$ cat src/rtl/prot_pkg.sv
package prot_pkg;

    // Asynchronous flags that pass through the synchronizer together.
    typedef struct packed {
        logic uv12;
        logic uv5;
        logic fault;
        logic fly;
    } raw_flags_t;

    // Reset value: the supplies are assumed low, so every output starts inhibited.
    localparam raw_flags_t FLAGS_RST = '{uv12: 1'b1, uv5: 1'b1, fault: 1'b0, fly: 1'b0};

    typedef struct packed {
        logic hdrv;
        logic bplus;
        logic vramp;
    } drive_t;

endpackage

$ cat src/rtl/prot_sync.sv
module prot_sync #(
    parameter int            W       = 4,
    parameter logic [W-1:0]  RST_VAL = '0
) (
    input  logic         clk,
    input  logic         rst_n,
    input  logic [W-1:0] d,
    output logic [W-1:0] q
);
    typedef struct packed {
        logic [W-1:0] s1;
        logic [W-1:0] s2;
    } st_t;

    st_t st_d, st_q;

    always_comb begin
        st_d    = st_q;
        st_d.s1 = d;
        st_d.s2 = st_q.s1;
    end

    always_ff @(posedge clk or negedge rst_n) begin
        if (!rst_n) begin
            st_q.s1 <= RST_VAL;
            st_q.s2 <= RST_VAL;
        end else begin
            st_q <= st_d;
        end
    end

    assign q = st_q.s2;

    // the second stage only takes over what the first stage held one clock earlier.
    a_r9_stage_order: assert property (@(posedge clk) disable iff (!rst_n)
        1'b1 |=> (st_q.s2 == $past(st_q.s1)));

endmodule

$ cat src/rtl/prot_glitch_filter.sv
module prot_glitch_filter #(
    parameter int FILT_LEN = 4
) (
    input  logic clk,
    input  logic rst_n,
    input  logic s_in,
    output logic trip
);
    localparam int CW = $clog2(FILT_LEN + 1);
    localparam logic [CW-1:0] LIMIT = CW'(FILT_LEN);

    typedef struct packed {
        logic [CW-1:0] cnt;
    } st_t;

    st_t st_d, st_q;

    always_comb begin
        st_d = st_q;
        if (!s_in) begin
            st_d.cnt = '0;
        end else if (st_q.cnt != LIMIT) begin
            st_d.cnt = st_q.cnt + 1'b1;
        end
    end

    always_ff @(posedge clk or negedge rst_n) begin
        if (!rst_n) begin
            st_q.cnt <= '0;
        end else begin
            st_q <= st_d;
        end
    end

    assign trip = (st_q.cnt == LIMIT);

    // the filter output can only rise after the input was high in the previous clock.
    a_r1_trip_needs_input: assert property (@(posedge clk) disable iff (!rst_n)
        $rose(trip) |-> $past(s_in));

    // a low input drops the filter output on the next clock.
    a_r1_low_drops_trip: assert property (@(posedge clk) disable iff (!rst_n)
        !s_in |=> !trip);

endmodule

$ cat src/rtl/prot_fault_latch.sv
module prot_fault_latch (
    input  logic clk,
    input  logic rst_n,
    input  logic set_req,
    input  logic clr_req,
    output logic latched
);
    typedef struct packed {
        logic hold;
    } st_t;

    st_t st_d, st_q;

    always_comb begin
        st_d = st_q;
        if (set_req) begin
            st_d.hold = 1'b1;
        end else if (clr_req) begin
            st_d.hold = 1'b0;
        end
    end

    always_ff @(posedge clk or negedge rst_n) begin
        if (!rst_n) begin
            st_q.hold <= 1'b0;
        end else begin
            st_q <= st_d;
        end
    end

    assign latched = st_q.hold;

    // without a clear the latch keeps its set state.
    a_r2_hold: assert property (@(posedge clk) disable iff (!rst_n)
        (latched && !clr_req) |=> latched);

    // a set request wins over a clear in the same clock.
    a_r4_set_wins: assert property (@(posedge clk) disable iff (!rst_n)
        set_req |=> latched);

    // a clear without a set empties the latch.
    a_r3_clear: assert property (@(posedge clk) disable iff (!rst_n)
        (clr_req && !set_req) |=> !latched);

endmodule

$ cat src/rtl/drive_guard.sv
module drive_guard #(
    parameter int FILT_LEN = 4
) (
    input  logic clk,
    input  logic rst_n,
    input  logic fault_in,
    input  logic uv12_in,
    input  logic uv5_in,
    input  logic flyback_in,
    input  logic clr_cmd,
    input  logic hdrv_en_reg,
    input  logic bplus_en_reg,
    input  logic vramp_en_reg,
    input  logic bplus_pwm,
    output logic hdrv_en,
    output logic bplus_en,
    output logic vramp_en,
    output logic bplus_out,
    output logic fault_status
);
    import prot_pkg::*;

    localparam int NFLAGS = $bits(raw_flags_t);

    raw_flags_t raw_flags, sync_flags;
    logic       flt_trip;
    logic       latch_q;
    logic       supply_ok;
    drive_t     drv_d;

    assign raw_flags = '{uv12: uv12_in, uv5: uv5_in, fault: fault_in, fly: flyback_in};

    prot_sync #(
        .W       (NFLAGS),
        .RST_VAL (FLAGS_RST)
    ) sync_i (
        .clk   (clk),
        .rst_n (rst_n),
        .d     (raw_flags),
        .q     (sync_flags)
    );

    prot_glitch_filter #(
        .FILT_LEN (FILT_LEN)
    ) filt_i (
        .clk   (clk),
        .rst_n (rst_n),
        .s_in  (sync_flags.fault),
        .trip  (flt_trip)
    );

    prot_fault_latch latch_i (
        .clk     (clk),
        .rst_n   (rst_n),
        .set_req (flt_trip),
        .clr_req (clr_cmd | sync_flags.uv12 | sync_flags.uv5),
        .latched (latch_q)
    );

    // Fixed inhibit matrix: each output has its own set of inhibit sources.
    always_comb begin
        supply_ok   = !sync_flags.uv12 && !sync_flags.uv5;
        drv_d.hdrv  = supply_ok && !latch_q && !sync_flags.fly && hdrv_en_reg;
        drv_d.bplus = supply_ok && !latch_q && bplus_en_reg;
        drv_d.vramp = supply_ok && vramp_en_reg;
    end

    assign hdrv_en      = drv_d.hdrv;
    assign bplus_en     = drv_d.bplus;
    assign vramp_en     = drv_d.vramp;
    assign bplus_out    = drv_d.bplus & bplus_pwm;
    assign fault_status = latch_q;

    // a set latch blocks horizontal drive and the converter.
    a_r5_latch_blocks: assert property (@(posedge clk) disable iff (!rst_n)
        fault_status |-> (!hdrv_en && !bplus_en));

    // the converter drive is low whenever the converter is disabled.
    a_r6_safe_low: assert property (@(posedge clk) disable iff (!rst_n)
        !bplus_en |-> !bplus_out);

    // a filtered fault shows up on the status bit one clock later.
    a_r8_status_follows: assert property (@(posedge clk) disable iff (!rst_n)
        flt_trip |=> fault_status);

endmodule

$ cat config.mk
export PLATFORM = sky130hd
export DESIGN_NAME = drive_guard
export DESIGN_NICKNAME = d
export VERILOG_FILES = /design/src/rtl/prot_pkg.sv /design/src/rtl/prot_sync.sv /design/src/rtl/prot_glitch_filter.sv /design/src/rtl/prot_fault_latch.sv /design/src/rtl/drive_guard.sv
export SDC_FILE = /design/constraint.sdc
export NUM_CORES = 1
export LEC_CHECK = 0
export BUFFER_PORTS_ARGS = -buffer_cell sky130_fd_sc_hd__buf_2
export CORE_MARGIN = 4
export CORE_UTILIZATION = 25
export CTS_BUF_LIST = sky130_fd_sc_hd__clkbuf_8
export DETAILED_ROUTE_END_ITERATION = 6
export HOLD_SLACK_MARGIN = 0.15
export PLACE_DENSITY = 0.47
export SYNTH_ARGS = -nofsm -noshare
export SYNTH_HDL_FRONTEND = slang
export SYNTH_SLANG_ARGS = --single-unit
export TNS_END_PERCENT = 100
$ cat constraint.sdc
create_clock -name clk -period 2.9 [get_ports clk]
set_clock_uncertainty 0.05 [all_clocks]
set_input_delay 0.58 -clock clk [delete_from_list [all_inputs] [get_ports clk]]
set_output_delay 0.58 -clock clk [all_outputs]
set_load 0.01 [all_outputs]
==> results_dict.tcl, run 1 <==
set metrics [dict create \
    status "complete, no violations" \
    postRouteWirelength_um 721 \
    startpoint_type "flip-flop" \
    numCtsBuffers 3 \
    post-cts-setup-buffers 0 \
    hold_class "in2async" \
    cellPowerDensity_nw_per_um2 664 \
    grt_pass1_vias 308 \
    numClockSinks 12 \
    antenna_cells 0 \
    hold_violations 0 \
    grt_usage_pct 6.63 \
    period_share_pct 60.5 \
    cts_tree "yes" \
    finalInstanceArea_um2 609 \
    ir_worst_vdd_uv 287 \
    clk_path_buf_depth 2 \
    cp.buffers_inverters 1 \
    max_stage_delay_ns 0.54 \
    finalSetupTns_ns 0 \
    antenna_found_initial 0 \
    synth-seq-cells 12 \
    worst_path_dominant_cell_family "flip-flops" \
    vias_per_cell 3.96 \
    io_buffers 15 \
    core_area_um2 1710 \
    htreeDepth 1 \
    antenna_left 0 \
    critPathCaptureType "output pin" \
    io_pins 16 \
    cp_data_required_time_ns 2.27 \
    die_x_um 50.3 \
    synth_seq_area_share_pct 68.2 \
    crit_path_top_delay_cell "dfstp_2" \
    avgSynthCellArea_um2 13.6 \
    final_common_cell "buf_2" \
    fmax_mhz 570 \
    syn_nets 46 \
    synth_area_um2 448 \
    cap_violations 0 \
    grt_pass1_wl_mm 1.25 \
    rsz0062_at_grt "no" \
    slew_headroom_pct 83.5 \
    cts_resized 0 \
    synth_cell_types 17 \
    mostFrequentLayoutCells "buf_2, dfrtp_1, clkbuf_8, dfstp_2" \
    nFillCells 177 \
    cts_root_buf "clkbuf_8" \
    finalMaxSlewViolations 0 \
    area_delta_synth_final_pct 36.0 \
    fp.dieH_um 50.3 \
    cts-hold-fix-buffers 0 \
    path_class "reg2out" \
    placed_area_um2 554 \
    clk_latency_ns 0.24 \
    dieArea_um2 2530 \
    first_pass_iters 2 \
    power.leakage_nw 0.304 \
    wl_per_cell_um 9.36 \
    worstPathCellList "nor3_2, and3_1, buf_2" \
    initial_core_util_pct 26.2 \
    yosysWarningCount 0 \
    rows 15 \
    min_period_ns 1.76 \
    cp_max_fo 3 \
    gp_congestion 0.653 \
    first_iter_violations 9 \
    setup_viol 0 \
    overflow 0 \
    crit_arrival_ns 1.13 \
    worstMarginPinSlew_ns 0.248 \
    via_count 305 \
    path_clk_slew_ns 0.06 \
    netlist_instances 33 \
    drive_above_1_share_pct 48.1 \
    nets 66 \
    drc_errors 0 \
    grt_max_degree 13 \
]
## path summary, 6_finish.rpt
path                            depth (start not counted)         endpoint           start  slack (ns)
worst min-delay path                                    1   filt_i.st_q[1]           rst_n        0.15
max in group asynchronous                               1      sync_i.q[3]           rst_n        2.39
worst min register to register                          0      sync_i.q[0]  sync_i.st_d[0]        0.30
min in group clk                                        0      sync_i.q[0]  sync_i.st_d[0]        0.30
worst max-delay path                                    3        bplus_out     sync_i.q[2]        1.14
worst max register to register                          4  latch_i.latched  filt_i.st_q[0]        1.67
## layer usage
metal / wire (µm) / vias to the layer above / track usage, %
li1: - / 150 / -
met1: 347 / 141 / 8.58
met2: 296 / 14 / 8.91
met3: 77 / 0 / 3.86
met4: 0 / 0 / 2.69
met5: 0 / - / 0
## area by class of cell
type	instances	area [µm²]	area share [%]
flip-flops and latches	12	305	50.1
multi-input cells	18	131	21.6
repair buffers	15	75.1	12.3
well taps	25	31.3	5.13
clock buffers	4	55.1	9.03
inverters	3	11.3	1.85
## where the power goes
group	switching [mW]	leakage (nW)	total (mW)	internal [mW]
clock network	0.0612	0.0288	0.181	0.120
logic	0.0166	0.134	0.0332	0.0166
registers	0.00863	0.142	0.190	0.182
## cell families (layout without fill, tap and decap cells)
group                      count (synthesis)  after routing  synth area share [%]
DFF                                       12             12                  68.2
AOI/OAI and AO/OA                          4              4                  4.75
buffers and inverters                      3             22                  2.51
adders and majority gates                  2              2                  5.59
and+or+nand+nor                           12             12                  19.0
## synthesized netlist by cell type (all sizes together)
master  instances  share of area [%]
dfrtp           8                 45
nand4           2                2.8
nor4b           1                2.0
a31oi           1                1.4
and3b           1                2.0
and2            2                3.4
nor3            1                2.2
nand2b          1                1.4
inv             3                2.5
nor3b           1                1.7
ha              2                5.6
and3            1                1.4
o21ai           3                3.4
or2             1                1.4
nand2           1               0.84
dfstp           4                 23
## state kept, by name, indices dropped and copies added, names as in the netlist
name / cells
filt_i.st_q: 3
latch_i.latched: 1
sync_i.q: 4
sync_i.st_d: 4
## metrics by stage
| step | power (mW) | utilization (%) | setup WS (ns) | cells | hold WS, ns |
|---|---|---|---|---|---|
| 5_1_grt | 0.426 | 35.7 | 1.08 | 77 | 0.167 |
| 4_1_cts | 0.407 | 35.7 | 1.14 | 77 | 0.164 |
| 6_report | 0.404 | 35.7 | 1.14 | 77 | 0.150 |
| 2_1_floorplan | 0.210 | - | 1.38 | 33 | 0.234 |
| 3_5_place_dp | 0.227 | 32.5 | 1.30 | 73 | 0.288 |
| 3_3_place_gp | 0.226 | 32.5 | 1.30 | 73 | 0.284 |
Power figures use the tool's default switching activity.
==> inputs of run 2 (changes only) <==
- clock period: 2.9 -> 1.8 ns (I/O delays scaled with it)
==> results_dict.tcl, run 2 (synthesized netlist as in run 1, its figures left out) <==
set metrics [dict create \
    numCtsBuffers 3 \
    use_met2_pct 8.70 \
    grt_max_degree 13 \
    crit_arrival_ns 1.12 \
    core_area_um2 1710 \
    crit_start "sync_i.q[3]" \
    startpoint_type "flip-flop" \
    status "complete, no violations" \
    first_pass_iters 1 \
    die_x_um 50.3 \
    first_iter_violations 0 \
    nets 67 \
    hold_class "in2reg" \
    placed_area_um2 554 \
    cp_data_required_time_ns 1.39 \
    numClockSinks 12 \
    reg2reg_from "filt_i.st_q[0]" \
    setup_viol 0 \
    internal_power_mw 0.467 \
    via_count 294 \
    seqPwrFrac_pct 52.0 \
    power.leakage_nw 0.301 \
    critPathCaptureType "output pin" \
    worst_hold_path.num_cells 1 \
    drc_errors 0 \
    cts_root_buf "clkbuf_8" \
    min_from "uv5_in" \
    clk_latency_ns 0.23 \
    clk_path_buf_depth 2 \
    combPwrFrac_pct 9.5 \
    cap_violations 0 \
    fmax_mhz 654 \
    antenna_found_initial 0 \
    p_clk_share_pct 38.5 \
    r2r-end "latch_i.latched" \
    fp.dieH_um 50.3 \
    min_period_ns 1.53 \
    antenna_left 0 \
    nFillCells 174 \
    io_pins 16 \
    cellPowerDensity_nw_per_um2 973 \
    swShare_pct 20.7 \
    ir_worst_vdd_uv 674 \
    io_buffers 15 \
    cp_max_fo 3 \
    worstMarginPinSlew_ns 0.253 \
    busiest_layer "met2" \
    htreeDepth 1 \
    dp_slack_ns 0.515 \
    gp_congestion 0.662 \
    hold_violations 0 \
    postRouteWirelength_um 705 \
    vias_per_cell 3.82 \
    dieArea_um2 2530 \
    drive_above_1_share_pct 46.2 \
    reg2regPathDepth 4 \
    rsz0062_at_grt "no" \
    whs_endpoint "sync_i.st_d[2]" \
    post-cts-setup-buffers 0 \
    overflow 0 \
    path_class "reg2out" \
    grt_usage_pct 7.01 \
    wl_per_cell_um 9.16 \
    grt_use_met1_pct 7.84 \
    final_common_cell "buf_2" \
    rrSetupSlack_ns 0.58 \
    grt_pass1_wl_mm 1.22 \
    mostFrequentLayoutCells "buf_2, dfrtp_1, dfstp_2" \
    p_sw_mw 0.122 \
    rows 15 \
    met3_usage_pct 5.34 \
    cts_tree "yes" \
    period_share_pct 85.0 \
    path_clk_slew_ns 0.05 \
    cts-hold-fix-buffers 1 \
    finalSetupTns_ns 0 \
    initial_core_util_pct 26.2 \
    cts_resized 0 \
    finalMaxSlewViolations 0 \
    area_delta_synth_final_pct 35.2 \
    antenna_cells 0 \
    setup_slack_ns 0.270 \
    grt_pass1_vias 291 \
    finalInstanceArea_um2 606 \
    slew_headroom_pct 83.2 \
]
-- run 2: cell count changes in the layout (fill, tap and decap cells not counted) --
cell,previous run,this run
clkbuf_8,4,3
dlygate4sd3_1,0,1
-- run 2: stage by stage --
step	instances	util (%)	power [mW]	hold WS, ns
after floorplan	33	-	0.338	0.0144
after global placement	73	32.5	0.366	0.196
after detailed placement	73	32.5	0.366	0.193
after CTS	77	35.5	0.601	0.170
after global routing	77	35.5	0.633	0.159
final	77	35.5	0.589	0.176
-- run 2: worst max path at each step --
stage | to | slack (ns) | cells past startpoint
final | bplus_out | 0.27 | 3
after CTS | hdrv_en | 0.26 | 3
after detailed placement | hdrv_en | 0.51 | 3
after floorplan | bplus_out | 0.62 | 2
after global routing | bplus_out | 0.21 | 3
after global placement | hdrv_en | 0.52 | 3
-- run 2: power by group through the flow --
stage,registers [mW],clock network [mW],logic [mW]
finish,0.307,0.227,0.0558
global placement,0.311,0,0.0548
CTS,0.307,0.237,0.0574
detailed placement,0.311,0,0.0554
floorplan,0.308,0,0.0295
global route,0.309,0.258,0.0662
-- run 2: layer usage --
metal  routed length [µm]  up-vias
met3                   89        2
met1                  300      127
met4                    9        0
li1                     -      150
met2                  305       15
met5                    0        -
-- run 2: area by class of cell --
cell class | count | area, µm² | area share (%)
flip-flops and latches | 12 | 305 | 50.4
multi-input cells | 18 | 131 | 21.7
repair buffers | 16 | 85.1 | 14.0
clock buffers | 3 | 41.3 | 6.82
well taps | 25 | 31.3 | 5.17
inverters | 3 | 11.3 | 1.86
-- run 2: worst max-delay path, cell delays in order (launching register included) --
cell and delay [ns]:
dfstp_2 0.54, nor3_2 0.05, and3_1 0.16, buf_2 0.13
==> inputs of run 3 (changes only) <==
- ABC_AREA: not set -> 1
- clock period: 1.8 -> 1.57 ns (I/O delays scaled with it)
==> results_dict.tcl, run 3 <==
set metrics [dict create \
    status "complete, no violations" \
    cp_max_fo 3 \
    netlist_instances 41 \
    muxShareOfSynthArea_pct 0 \
    path_depth 4 \
    antenna_left 0 \
    synth_xor_area_share_pct 0 \
    cp.buffers_inverters 1 \
    synth_cell_types 12 \
    wl_met1_um 353 \
    dieArea_um2 2560 \
    synth_fa_ha_area_share_pct 5.51 \
    synth_top_area_share_pct 44.1 \
    yosys.area.top_type "dfrtp_1" \
    synth_commonest_cells "dfrtp_1, nand2_1, inv_1" \
    yosys-top-cells-area "dfrtp_1, dfstp_2, nand2_1" \
    wl_per_cell_um 7.97 \
    numCtsBuffers 3 \
    startpoint_type "flip-flop" \
    min_from "clr_cmd" \
    area_delta_synth_final_pct 46.6 \
    avgSynthCellArea_um2 11.1 \
    setup_viol 0 \
    asyncSetResetFlopFracSynth_pct 100 \
    nets 79 \
    mostFrequentLayoutCells "buf_2, dfrtp_1, nand2_1, inv_1" \
    whs_endpoint "latch_i.latched" \
    worst_path_dominant_cell_family "flip-flops" \
    synth_area_um2 454 \
    clk_latency_ns 0.24 \
    rsz0062_at_grt "no" \
    yosysMostFrequentCell "dfrtp_1" \
    min_period_ns 1.40 \
    cts_root_buf "clkbuf_8" \
    postRouteWirelength_um 717 \
    grt_max_degree 13 \
    fp.dieH_um 50.6 \
    initial_core_util_pct 26.3 \
    rrSetupSlack_ns 0.50 \
    crit_arrival_ns 1.04 \
    grt_pass1_vias 316 \
    power.leakage_nw 0.347 \
    max_stage_delay_ns 0.37 \
    drc_errors 0 \
    via_count 323 \
    htreeDepth 1 \
    hold_class "in2reg" \
    cts_tree "yes" \
    synth_seq_area_share_pct 67.2 \
    synth_top_family_by_area "simple AND/OR/NAND/NOR gates" \
    vias_per_cell 3.59 \
    dr_wl_met2_um 312 \
    synth-edff-count 0 \
    critPathCaptureType "output pin" \
    period_share_pct 89.4 \
    worstPathCellList "nor2_2, nand3_2, nor2_1, buf_2" \
    fmax_mhz 712 \
    first_iter_violations 1 \
    finalMaxSlewViolations 0 \
    path_clk_slew_ns 0.05 \
    reg2reg_from "filt_i.st_q[0]" \
    overflow 0 \
    synth-seq-cells 12 \
    fin_util_pct 38.6 \
    io_buffers 15 \
    reg2regPathDepth 6 \
    synthSimpleGateAreaFrac_pct 21.2 \
    synth_compound_area_share_pct 1.10 \
    syn_nets 54 \
    worst_hold_path.num_cells 4 \
    numClockSinks 12 \
    met3WireLength_um 51 \
    cellPowerDensity_nw_per_um2 1120 \
    grt_pass1_wl_mm 1.23 \
    antenna_cells 0 \
    hpwl_um 537 \
    antenna_found_initial 0 \
    yosysWarningCount 0 \
    die_x_um 50.6 \
    final_common_cell "buf_2" \
    clk_path_buf_depth 2 \
    ir_worst_vdd_uv 742 \
    first_pass_iters 4 \
    drive_above_1_share_pct 41.5 \
    top_layer_used "met3" \
    r2r-end "filt_i.st_q[0]" \
    synth_flop_cell "dfrtp_1" \
    hold_violations 0 \
    core_area_um2 1730 \
    cap_violations 0 \
    slew_headroom_pct 83.3 \
    finalSetupTns_ns 0 \
    path_class "reg2out" \
    grt_usage_pct 6.54 \
    io_pins 16 \
    rows 15 \
    crit_path_top_delay_cell "dfstp_2" \
    worstMarginPinSlew_ns 0.251 \
    gp_congestion 0.734 \
    cp_data_required_time_ns 1.21 \
]
-- run 3: cell count changes after synthesis, sizes merged, moves of 2 or more --
cell,delta
and2,-2
inv,+3
nand2,+7
nand3,+4
nand4,-2
nor2,+7
o21ai,-2
-- run 3: final cells by class --
type,count,area (µm²)
Multi-Input combinational cell,23,126
Clock buffer,4,55.1
Fill cell,183,1060
Tap cell,25,31.3
Inverter,6,22.5
Timing Repair Buffer,20,125
Sequential cell,12,305
-- run 3: what timing repair did --
action	4_1_cts	5_1_grt
gates resized for setup	0	0
hold buffers	5	0
setup buffers	0	0
hold endpoints to repair	16	0
-- run 3: logic make-up after synthesis --
group | Yosys count
AND/OR/NAND/NOR | 20
flip-flops | 12
buffers and inverters | 6
adder cells (fa/ha/maj) | 2
AO/OA/AOI/OAI | 1
-- run 3: per-stage QoR --
stage          power (mW)  hold WS [ns]  instances  area [µm²]  setup slack, ns
6_report            0.746         0.273         90         666            0.166
5_1_grt             0.788         0.306         90         666           0.0672
4_1_cts             0.760         0.272         90         666            0.146
3_5_place_dp        0.415         0.149         81         561            0.406
3_3_place_gp        0.415         0.150         81         561            0.409
2_1_floorplan       0.386       -0.0316         41         454            0.462
-- run 3: worst register-to-register path: stages, from the launching register on --
cell and delay, ns:
dfrtp_1 0.39, inv_1 0.08, ha_1 0.18, nand2_2 0.09, nor2_2 0.11, nand2_1 0.06, nand2_1 0.05
-- run 3: how the worst max path moves through the flow --
stage / startpoint / endpoint
3_3_place_gp: sync_i.q[3] / bplus_out
2_1_floorplan: latch_i.latched / bplus_out
6_report: sync_i.q[3] / bplus_out
4_1_cts: sync_i.q[3] / bplus_out
5_1_grt: sync_i.q[3] / bplus_out
3_5_place_dp: sync_i.q[3] / bplus_out
-- run 3: routing by layer --
| metal | track usage, % | up-vias |
|---|---|---|
| met1 | 8.09 | 142 |
| li1 | - | 171 |
| met2 | 10.0 | 10 |
| met3 | 1.78 | 0 |
| met4 | 4.04 | 0 |
| met5 | 0 | - |
-- run 3: power breakdown --
part / internal (mW) / leakage [nW] / switching [mW] / total (mW)
Clock: 0.221 / 0.0288 / 0.107 / 0.328
Combinational: 0.0354 / 0.176 / 0.0346 / 0.0700
Sequential: 0.336 / 0.142 / 0.0127 / 0.348
Total: 0.592 / 0.347 / 0.154 / 0.746
